--- config.mk ---
export PLATFORM = sky130hd
export DESIGN_NAME = uart_rxq
export DESIGN_NICKNAME = d
export VERILOG_FILES = /design/src/rtl/uart_rxq_pkg.sv /design/src/rtl/uart_rxq_ctrl.sv /design/src/rtl/uart_rxq_fifo.sv /design/src/rtl/uart_rxq.sv
export SDC_FILE = /design/constraint.sdc
export NUM_CORES = 1
export LEC_CHECK = 0
export BUFFER_PORTS_ARGS = -buffer_cell sky130_fd_sc_hd__buf_2
export CELL_PAD_IN_SITES_DETAIL_PLACEMENT = 0
export CELL_PAD_IN_SITES_GLOBAL_PLACEMENT = 1
export CORE_ASPECT_RATIO = 1.4
export CORE_MARGIN = 2
export CORE_UTILIZATION = 52
export CTS_BUF_LIST = sky130_fd_sc_hd__clkbuf_4
export DETAILED_ROUTE_END_ITERATION = 8
export PLACE_DENSITY_LB_ADDON = 0.1
export SLEW_MARGIN = 20
export SYNTH_ARGS = -nofsm -noshare
export SYNTH_HDL_FRONTEND = slang
export SYNTH_SLANG_ARGS = --single-unit
--- constraint.sdc ---
create_clock -name clk -period 7.9 [get_ports clk]
set_input_delay 0.395 -clock clk [delete_from_list [all_inputs] [get_ports clk]]
set_output_delay 0.395 -clock clk [all_outputs]
set_load 0.01 [all_outputs]
--- src/rtl/uart_rxq_pkg.sv ---
package uart_rxq_pkg;

    typedef struct packed {
        logic [4:0] rsv_hi;
        logic [2:0] tx_code;
        logic       rsv_b7;
        logic [2:0] rx_code;
        logic       rsv_b3;
        logic       tx_flush;
        logic       rx_flush;
        logic       enable;
    } ctrl_t;

    localparam int THR_W = 9;
    localparam logic [1:0] MODE_DMA = 2'd2;

    function automatic int chan_mult(input int ch);
        case (ch)
            0:       return 32;
            1, 4:    return 8;
            2, 3:    return 2;
            default: return 0;
        endcase
    endfunction

    function automatic logic [THR_W-1:0] scale_code(input logic [3:0] code, input int ch);
        return THR_W'(32'(code) * chan_mult(ch));
    endfunction

endpackage

--- src/rtl/uart_rxq_ctrl.sv ---
module uart_rxq_ctrl
    import uart_rxq_pkg::*;
#(
    parameter int CHANNEL = 0
) (
    input  logic             clk,
    input  logic             rst,
    input  logic             cfg_we,
    input  logic [15:0]      cfg_wdata,
    output ctrl_t            ctrl,
    output logic             rx_flush,
    output logic             tx_flush,
    output logic [THR_W-1:0] rx_thresh,
    output logic [THR_W-1:0] tx_thresh
);

    ctrl_t ctrl_q;

    always_ff @(posedge clk) begin
        if (rst) begin
            ctrl_q <= '0;
        end else if (cfg_we) begin
            ctrl_q          <= ctrl_t'(cfg_wdata);
            ctrl_q.rx_flush <= 1'b0;
            ctrl_q.tx_flush <= 1'b0;
        end
    end

    // flushes act on the write edge itself
    assign rx_flush  = cfg_we & cfg_wdata[1];
    assign tx_flush  = cfg_we & cfg_wdata[2];
    assign ctrl      = ctrl_q;
    assign rx_thresh = scale_code({1'b0, ctrl_q.rx_code} + 4'd1, CHANNEL);
    assign tx_thresh = scale_code({1'b0, ctrl_q.tx_code}, CHANNEL);

    // flush bits never stay set in the stored word
    a_r2_self_clear: assert property (@(posedge clk) disable iff (rst)
        cfg_we |=> (!ctrl_q.rx_flush && !ctrl_q.tx_flush));

endmodule

--- src/rtl/uart_rxq_fifo.sv ---
module uart_rxq_fifo #(
    parameter int DEPTH = 16,
    localparam int AW = (DEPTH > 1) ? $clog2(DEPTH) : 1,
    localparam int CW = $clog2(DEPTH + 1)
) (
    input  logic          clk,
    input  logic          rst,
    input  logic          flush,
    input  logic          push,
    input  logic          pop,
    input  logic [7:0]    din,
    output logic [7:0]    dout,
    output logic [CW-1:0] count,
    output logic          full,
    output logic          empty
);

    logic [AW:0]   wptr, rptr;
    logic [7:0]    mem [DEPTH];
    logic          do_push, do_pop;
    logic [AW-1:0] w_idx, r_idx;

    assign w_idx = wptr[AW-1:0];
    assign r_idx = rptr[AW-1:0];

    function automatic logic [AW:0] bump(input logic [AW:0] p);
        if (p[AW-1:0] == AW'(DEPTH - 1))
            return {~p[AW], {AW{1'b0}}};
        return p + 1'b1;
    endfunction

    always_comb begin
        if (wptr[AW] == rptr[AW])
            count = CW'(w_idx) - CW'(r_idx);
        else
            count = CW'(DEPTH) - CW'(r_idx) + CW'(w_idx);
    end

    assign full    = (count == CW'(DEPTH));
    assign empty   = (count == '0);
    assign do_pop  = pop & ~empty & ~flush;
    assign do_push = push & (~full | do_pop) & ~flush;
    assign dout    = mem[r_idx];

    always_ff @(posedge clk) begin
        if (rst || flush) begin
            wptr <= '0;
            rptr <= '0;
        end else begin
            if (do_push) wptr <= bump(wptr);
            if (do_pop)  rptr <= bump(rptr);
        end
    end

    always_ff @(posedge clk) begin
        if (do_push) mem[w_idx] <= din;
    end

    // occupancy never exceeds the depth
    a_r4_count_bound: assert property (@(posedge clk) disable iff (rst)
        count <= CW'(DEPTH));

    // a flush leaves the queue empty
    a_r8_flush_clears: assert property (@(posedge clk) disable iff (rst)
        flush |=> empty);

    // a full queue pushed without a pop stays full, nothing overwritten
    a_r6_no_overflow: assert property (@(posedge clk) disable iff (rst)
        (full && push && !pop && !flush) |=> (full && $stable(rptr)));

endmodule

--- src/rtl/uart_rxq.sv ---
module uart_rxq
    import uart_rxq_pkg::*;
#(
    parameter int DEPTH   = 16,
    parameter int CHANNEL = 0
) (
    input  logic        clk,
    input  logic        rst,
    input  logic        cfg_we,
    input  logic [15:0] cfg_wdata,
    input  logic [1:0]  dma_mode,
    input  logic        rx_valid,
    input  logic [7:0]  rx_byte,
    input  logic        rd_en,
    input  logic [7:0]  tx_level,
    output logic [15:0] ctrl_rd,
    output logic [31:0] status,
    output logic [8:0]  rx_thresh,
    output logic [8:0]  tx_thresh,
    output logic [7:0]  rd_data,
    output logic        data_ready,
    output logic        dma_busy,
    output logic        err_pulse,
    output logic        tx_flush
);

    localparam int CW = $clog2(DEPTH + 1);

    ctrl_t         ctrl;
    logic          rx_flush, en;
    logic [7:0]    f_dout;
    logic [CW-1:0] f_count;
    logic          f_full, f_empty;
    logic          ovf, udf;
    logic [7:0]    hold_q;
    logic          hold_vld;

    uart_rxq_ctrl #(.CHANNEL(CHANNEL)) u_ctrl (
        .clk       (clk),
        .rst       (rst),
        .cfg_we    (cfg_we),
        .cfg_wdata (cfg_wdata),
        .ctrl      (ctrl),
        .rx_flush  (rx_flush),
        .tx_flush  (tx_flush),
        .rx_thresh (rx_thresh),
        .tx_thresh (tx_thresh)
    );

    assign en = ctrl.enable;

    uart_rxq_fifo #(.DEPTH(DEPTH)) u_fifo (
        .clk   (clk),
        .rst   (rst),
        .flush (rx_flush),
        .push  (en & rx_valid),
        .pop   (en & rd_en),
        .din   (rx_byte),
        .dout  (f_dout),
        .count (f_count),
        .full  (f_full),
        .empty (f_empty)
    );

    // error sources toward the interrupt unit
    assign ovf = en & rx_valid & f_full & ~rd_en;
    assign udf = en & rd_en & f_empty;

    always_ff @(posedge clk) begin
        if (rst) err_pulse <= 1'b0;
        else     err_pulse <= (ovf | udf) & ~rx_flush;
    end

    // holding register used while the queue is disabled
    always_ff @(posedge clk) begin
        if (rst) begin
            hold_q   <= '0;
            hold_vld <= 1'b0;
        end else if (!en) begin
            if (rx_valid) begin
                hold_q   <= rx_byte;
                hold_vld <= 1'b1;
            end else if (rd_en) begin
                hold_vld <= 1'b0;
            end
        end
    end

    assign rd_data    = en ? (f_empty ? 8'h00 : f_dout) : hold_q;
    assign data_ready = en ? ~f_empty : hold_vld;
    assign dma_busy   = (dma_mode == MODE_DMA) & f_empty;
    assign ctrl_rd    = 16'(ctrl);
    assign status     = {7'b0, (32'(tx_level) >= DEPTH), tx_level,
                         7'b0, f_full, (f_full ? 8'h00 : 8'(f_count))};

    // a dropped byte is reported one cycle later
    a_r6_ovf_err: assert property (@(posedge clk) disable iff (rst)
        (en && rx_valid && f_full && !rd_en && !rx_flush) |=> err_pulse);

    // an empty read is reported one cycle later
    a_r7_udf_err: assert property (@(posedge clk) disable iff (rst)
        (en && rd_en && f_empty && !rx_flush) |=> err_pulse);

    // disabled traffic leaves the queue occupancy alone
    a_r10_fifo_untouched: assert property (@(posedge clk) disable iff (rst)
        (!en && !rx_flush) |=> $stable(f_count));

endmodule

==> metrics, run 1 <==
Async S/R FF share, synth=0%; total gr overflow=0; GP Congestion=between 0.8 and 0.9; # rows=51; placed insts=~730; min-delay src=cfg_wdata[13]; DR vias=4,116; Placed Area=0.00768 mm^2; All-Layer GR Usage=21.3%; H-tree lvl count=4; Final period util=46.2%; Routed WL=between 15,000 and 20,000 um; Post-Synth XOR/XNOR Area=0.933%; Root Buffer=clkbuf_4; worst-path fanout max=9; final core occ=between 50% and 60%; Yosys reg bits=166; non-filler cells, final=762; buffers added on ports=78; Endpoint, Worst Hold=u_ctrl.ctrl[13]; worst hold margin=0.0965 ns; LEAKAGE=2.90 nW; placed wire-length estimate=about 11,000 um; status=complete, no violations; Post-synth EDFFs=around 130; Worst-Skew Late Latency=~0.5 ns; Pins Over Slew Limit=0; die area=0.0152 mm^2; Avg Cell Area, Syn=14.8 um^2; Final Hold Viols=0; Seq. cell area=0.00461 mm^2; dominant synthesized flop cell=edfxtp_1; clk buf depth=2; CTS tree=yes; Yosys warning count=0; Power Density=about 190 mW/mm^2; # IOs=around 120; # resized after CTS=0; Critical R2R Capture=u_fifo.mem[10][2]; layout cells sized above 1=29.3%; commonest non-fill, non-tap cell in the layout=edfxtp_1; Synth Instances=499; RSZ-0062 raised after global routing=false; critical path startpoint category=register; Avg WL per Cell=around 20 um; synthesis-to-finish area growth=7.63%; simple-gate share of the synthesized area=7.28%; Starting Density=53.0%; cell area after layout=0.00794 mm^2; reg2reg start=u_fifo.wptr[0]; vias in the first global route=approximately 4,200; Final Skew=0.0131 ns; Setup TNS=0 ns; DRT Pass-1 Iters=5; initial antenna violation count=1; Fmax=roughly 270 MHz; Hold Crit Class=in2reg; cts bufs inserted=17; Max-Cap Viols=0; Max IR drop VDD=0.108 mV; die height=between 100 and 150 um; Reg clk slew, reported paths=0.14 ns; maximum number of pins on one net before global-route repair=33; Setup violations, final=0; Synth Area in Compound Gates=4.89%; post-synthesis adder-cell area fraction=1.97%; largest family of logic cells by synthesized area=multiplexers; antenna-violating nets left=0; Slew headroom=34.1%; CP Class=reg2out; Die Width=105 um; multi-input logic area=0.00236 mm^2; Core ar.=between 0.01 and 0.015 mm^2; R2R cell count=8; DRC viols=0; hold_buf cts=0; most frequent cells in the layout=128 x edfxtp_1, 78 x buf_2, 39 x nand2_1, 37 x dfxtp_1, 32 x mux4_2; worst reg-to-reg setup slack=roughly 4.6 ns; critical path data required time=7.51 ns; hold depth=3; Via density=5.40; CP endpoint kind=primary output; Post-CTS Setup Inserts=0; first-pass GRT wire length=approximately 24,000 um; actual slew at the worst max-slew pin=0.987 ns; DRT iter0 DRCs=324; worst path arrival time=3.25 ns; post-synth cell types=47; filler instances=1,193; layout net count=613; post-synthesis sequential area ratio=62.4%; Synth Cell Area=0.00738 mm^2; post-synthesis mux area share=15.4%; minimum clock period after layout=~3.6 ns; Clock Sinks=around 170
## cell usage after synthesis, drive strengths merged, types with 10 or more instances
| cell type | count | area [um^2] |
|---|---|---|
| edfxtp | 128 | 3840 |
| buf | 55 | 410 |
| nand2 | 39 | 146 |
| dfxtp | 38 | 761 |
| mux4 | 32 | 721 |
| mux2i | 31 | 323 |
| nor2 | 28 | 105 |
| a21oi | 27 | 154 |
| inv | 20 | 75.1 |
| and3 | 15 | 93.8 |
| clkbuf | 10 | 37.5 |
| ha | 10 | 125 |
## critical path, stage by stage (launching register included)
cell and delay [ns]:
dfxtp_1 0.44, inv_1 0.13, ha_1 0.23, fa_1 0.48, nand2b_1 0.20, a21oi_4 0.23
xnor2_1 0.15, o21ai_2 0.52, o22ai_1 0.17, buf_2 0.17
## power by group
group          internal (W)  switching [W]
clock              0.000159       0.000293
sequential         0.000946     0.00000657
combinational     0.0000275      0.0000536
total               0.00113       0.000353
## registers in the layout (all words and copies together) (netlist names), named ones only
register and cells:
u_fifo.rptr 5, u_ctrl.ctrl 14, hold_q 8, err_pulse 1, hold_vld 1, u_fifo.mem 128
u_fifo.wptr 5
## through the flow
step,worst slack (ns),power [W]
2_1_floorplan,5.06,0.00103
3_3_place_gp,4.73,0.00105
3_5_place_dp,4.58,0.00105
4_1_cts,4.16,0.00150
5_1_grt,3.92,0.00155
6_report,4.25,0.00149
## area by class of cell
| type | instances | share of cell area (%) |
|---|---|---|
| tap | 185 | 2.92 |
| clock buffer | 17 | 1.61 |
| clock inverter | 15 | 1.59 |
| inverter | 20 | 0.946 |
| timing repair buffer | 81 | 5.20 |
| multi-input combinational | 277 | 29.7 |
| antenna | 1 | 0.0315 |
| sequential | 166 | 58.0 |
## logic make-up (layout without fill, tap and decap cells)
kind of cell    count (synthesis)  count (layout)
simple gates                  110             110
xor+xnor                        7               7
buf+inv                        85             133
flops                         166             166
other cells                     1              31
fa+ha+maj                      11              11
compound gates                 48              48
mux                            71              71
## worst max path at each step
stage | cells after the start | slack, ns | from | to
after floorplan | 9 | 5.06 | u_fifo.wptr[0] | u_fifo.mem[3][0]
after global placement | 8 | 4.73 | u_fifo.wptr[0] | u_fifo.mem[5][0]
after detailed placement | 8 | 4.58 | u_fifo.wptr[0] | u_fifo.mem[10][5]
after CTS | 9 | 4.16 | u_fifo.wptr[0] | rd_data[3]
after global routing | 9 | 3.92 | u_fifo.wptr[0] | rd_data[3]
final | 9 | 4.25 | u_fifo.wptr[0] | rd_data[3]
## layer usage
layer  part of all wire, %  vias up  track usage [%]
li1                      -     1905                -
met1                    40     2055             25.7
met2                    53      137             37.2
met3                   4.6       19             5.17
met4                   2.5        0             7.40
met5                     0        -                0
Note: power is estimated with default switching activity, not from simulation.
==> inputs of run 2 (changes only) <==
--- a/config.mk
+++ b/config.mk
@@ -5,12 +5,13 @@
 export SDC_FILE = /design/constraint.sdc
 export NUM_CORES = 1
 export LEC_CHECK = 0
+export ABC_AREA = 1
 export BUFFER_PORTS_ARGS = -buffer_cell sky130_fd_sc_hd__buf_2
 export CELL_PAD_IN_SITES_DETAIL_PLACEMENT = 0
 export CELL_PAD_IN_SITES_GLOBAL_PLACEMENT = 1
 export CORE_ASPECT_RATIO = 1.4
 export CORE_MARGIN = 2
-export CORE_UTILIZATION = 52
+export CORE_UTILIZATION = 41
 export CTS_BUF_LIST = sky130_fd_sc_hd__clkbuf_4
 export DETAILED_ROUTE_END_ITERATION = 8
 export PLACE_DENSITY_LB_ADDON = 0.1
==> constraint.sdc (replaced) <==
create_clock -name clk -period 3 [get_ports clk]
set_input_delay 0.15 -clock clk [delete_from_list [all_inputs] [get_ports clk]]
set_output_delay 0.15 -clock clk [all_outputs]
set_load 0.01 [all_outputs]
==> run 2 against run 1 <==
Against the previous run:
- design area is 13% higher
- routed wire length is 29% higher
- core utilization shrank 7.4 points
- die area is 29% higher
- clock-buffer cell count did not move
- sequential share of layout area decreased by 6.4 points
- final cell count is 47% higher
- largest cell class unchanged
==> metrics, run 2 <==
status=complete, no violations; Post-synth top cells=129 x nand2_1, 128 x edfxtp_1, 93 x inv_1; Post-synth EDFFs=128; hold depth=1; Avg WL per Cell=17.7 um; DRT Pass-1 Iters=5; GRT met2 Usage=a little under two fifths; vias in the first global route=between 5,000 and 6,000; initial antenna violation count=1; layout net count=913; Root Buffer=clkbuf_4; CTS tree=yes; Fmax=between 300 and 400 MHz; multi-input logic area=0.00226 mm^2; Yosys top cell area share=50.9%; die height=165 um; Core ar.=0.0180 mm^2; Largest Register=u_fifo.mem; CP Class=reg2out; Setup violations, final=0; Crit-path slowest cell=fa_2; post-synth cell types=36; global-route met1 utilization=22.9%; worst-path fanout max=8; leading area contributor after synthesis=edfxtp_1; non-filler cells, final=about 1,100; Via density=4.97; RSZ-0062 raised after global routing=true; GP Congestion=around 0.84; Power Density=484 mW/mm^2; placed insts=1,038; Synth Cell Area=0.00755 mm^2; Seq. cell area=approximately 0.0046 mm^2; worst path arrival time=~2.7 ns; Yosys reg bits=166; placed wire-length estimate=roughly 13,000 um; antenna-violating nets left=0; busiest grt layer=met2; cts bufs inserted=17; Synth Instances=around 740; Max IR drop VDD=0.276 mV; critical path startpoint category=register; Yosys warning count=0; H-tree lvl count=4; # IOs=about 120; count leader, synth=nand2_1; crit-path cells=inv_4 -> ha_4 -> fa_2 -> nand3b_1 -> buf_4 -> nand3_2 -> nand2_2 -> nor2_4 -> nor2_4 -> o211ai_1 -> nand2_1 -> buf_6; Hold Crit Class=in2reg; max reg flops=128; dominant synthesized flop cell=edfxtp_1; minimum clock period after layout=2.84 ns; Avg Cell Area, Syn=10.2 um^2; most frequent CP cell=nor2_4; DR vias=5,557; first-pass GRT wire length=30,100 um; layout cells sized above 1=20.2%; Worst-Skew Late Latency=0.55 ns; Starting Density=41.9%; Reg clk slew, reported paths=0.15 ns; Clock Sinks=~170; Pins Over Slew Limit=0; die area=0.0195 mm^2; synthesis-to-finish area growth=18.6%; R2R cell count=11; LEAKAGE=around 3.7 nW; DRT iter0 DRCs=395; Die Width=119 um; Final Skew=0.0190 ns; # rows=58; buffers added on ports=78; total gr overflow=0; critical path data required time=2.85 ns; cell area after layout=0.00895 mm^2; Final period util=between 90% and 100%; clk buf depth=2; post-synthesis sequential area ratio=61.0%; Routed WL=a little under 20,000 um; max incr delay on CP=0.40 ns; CP endpoint kind=primary output; maximum number of pins on one net before global-route repair=78; Max-Cap Viols=0; DRC viols=0; Slew headroom=between 50% and 60%; actual slew at the worst max-slew pin=roughly 0.67 ns; most frequent cells in the layout=128 x nand2_1, 128 x edfxtp_1, 92 x inv_1, 77 x buf_2, 69 x a21oi_1; filler instances=1,722; met3 usage=3.73%; Placed Area=roughly 0.0081 mm^2; leading post-synthesis cells by cell area=edfxtp_1 51%, dfxtp_1 10%, nand2_1 6.4%, a21oi_1 4.6%, inv_1 4.6%; Final Hold Viols=0; All-Layer GR Usage=20.6%; Async S/R FF share, synth=0%
run 2: changes by cell type after synthesis, moves of 32 or more:
cell / before / now
inv_1: 20 / 93
a21oi_1: 24 / 70
nand3_1: 7 / 49
o21ai_0: 2 / 45
mux4_2: 32 / 0
nand2_1: 39 / 129
run 2: stage by stage:
stage / power [W] / hold slack [ns] / TNS, ns / utilization [%] / setup slack, ns
final: 0.00433 / 0.0465 / 0 / 49.7 / 0.158
after global routing: 0.00450 / 0.00472 / -0.0642 / 49.7 / -0.0443
after CTS: 0.00437 / 0.00722 / 0 / 49.2 / 0.0438
after detailed placement: 0.00279 / 0.300 / 0 / 45.0 / 0.120
after global placement: 0.00279 / 0.300 / 0 / 45.0 / 0.258
after floorplan: 0.00271 / 0.219 / 0 / - / 0.0382
run 2: worst max-delay path: cells and delay by family (launching register included):
family	cells	cell delay (ns)
AOI/OAI and AO/OA	1	0.16
buffers and inverters	3	0.34
adders and majority gates	2	0.56
DFF	1	0.38
and+or+nand+nor	6	0.71
run 2: cells by family after synthesis:
logic type / share of synthesized area [%]
and+or+nand+nor: 13.9
muxes: 0.531
AOI/OAI and AO/OA: 11.0
other: 0.0497
xor gates and xnor gates: 0.696
adders and majority gates: 1.92
buffers and inverters: 10.9
DFF: 61.0
run 2: per-layer routing:
layer,share of wire (%),vias to the layer above
met5,0,-
met4,3.9,0
met3,4.9,35
met2,53,187
met1,39,2639
li1,-,2696
run 2: power by group:
group | leakage (nW) | switching [W] | internal [W]
logic | 2.01 | 0.000174 | 0.000104
registers | 1.47 | 0.0000152 | 0.00249
clock network | 0.192 | 0.000789 | 0.000754
total | 3.67 | 0.000979 | 0.00335
run 2: final cells by class:
type	count	area share (%)
sequential	166	51.6
multi-input combinational	433	25.3
timing repair buffer	150	11.8
inverter	95	4.01
tap	240	3.36
clock inverter	15	2.48
clock buffer	17	1.43
antenna	1	0.0280
run 2: final timing paths:
check / startpoint / to / slack (ns)
worst min-delay path: rx_byte[7] / u_fifo.mem[9][7] / 0.05
worst max register to register: u_fifo.wptr[0] / u_fifo.mem[15][3] / 0.20
worst max-delay path: u_fifo.wptr[0] / rd_data[1] / 0.16
worst min register to register: u_ctrl.ctrl[11] / u_ctrl.ctrl[11] / 0.47
run 2: what timing repair did:
action / in CTS / in global routing
hold buffers: 36 / 0
gates resized for setup: 7 / 10
pin swaps: 6 / 9
setup buffers: 4 / 6
gates cloned: 0 / 0
endpoints found under the setup margin: 8 / 8
hold endpoints to repair: 22 / 0
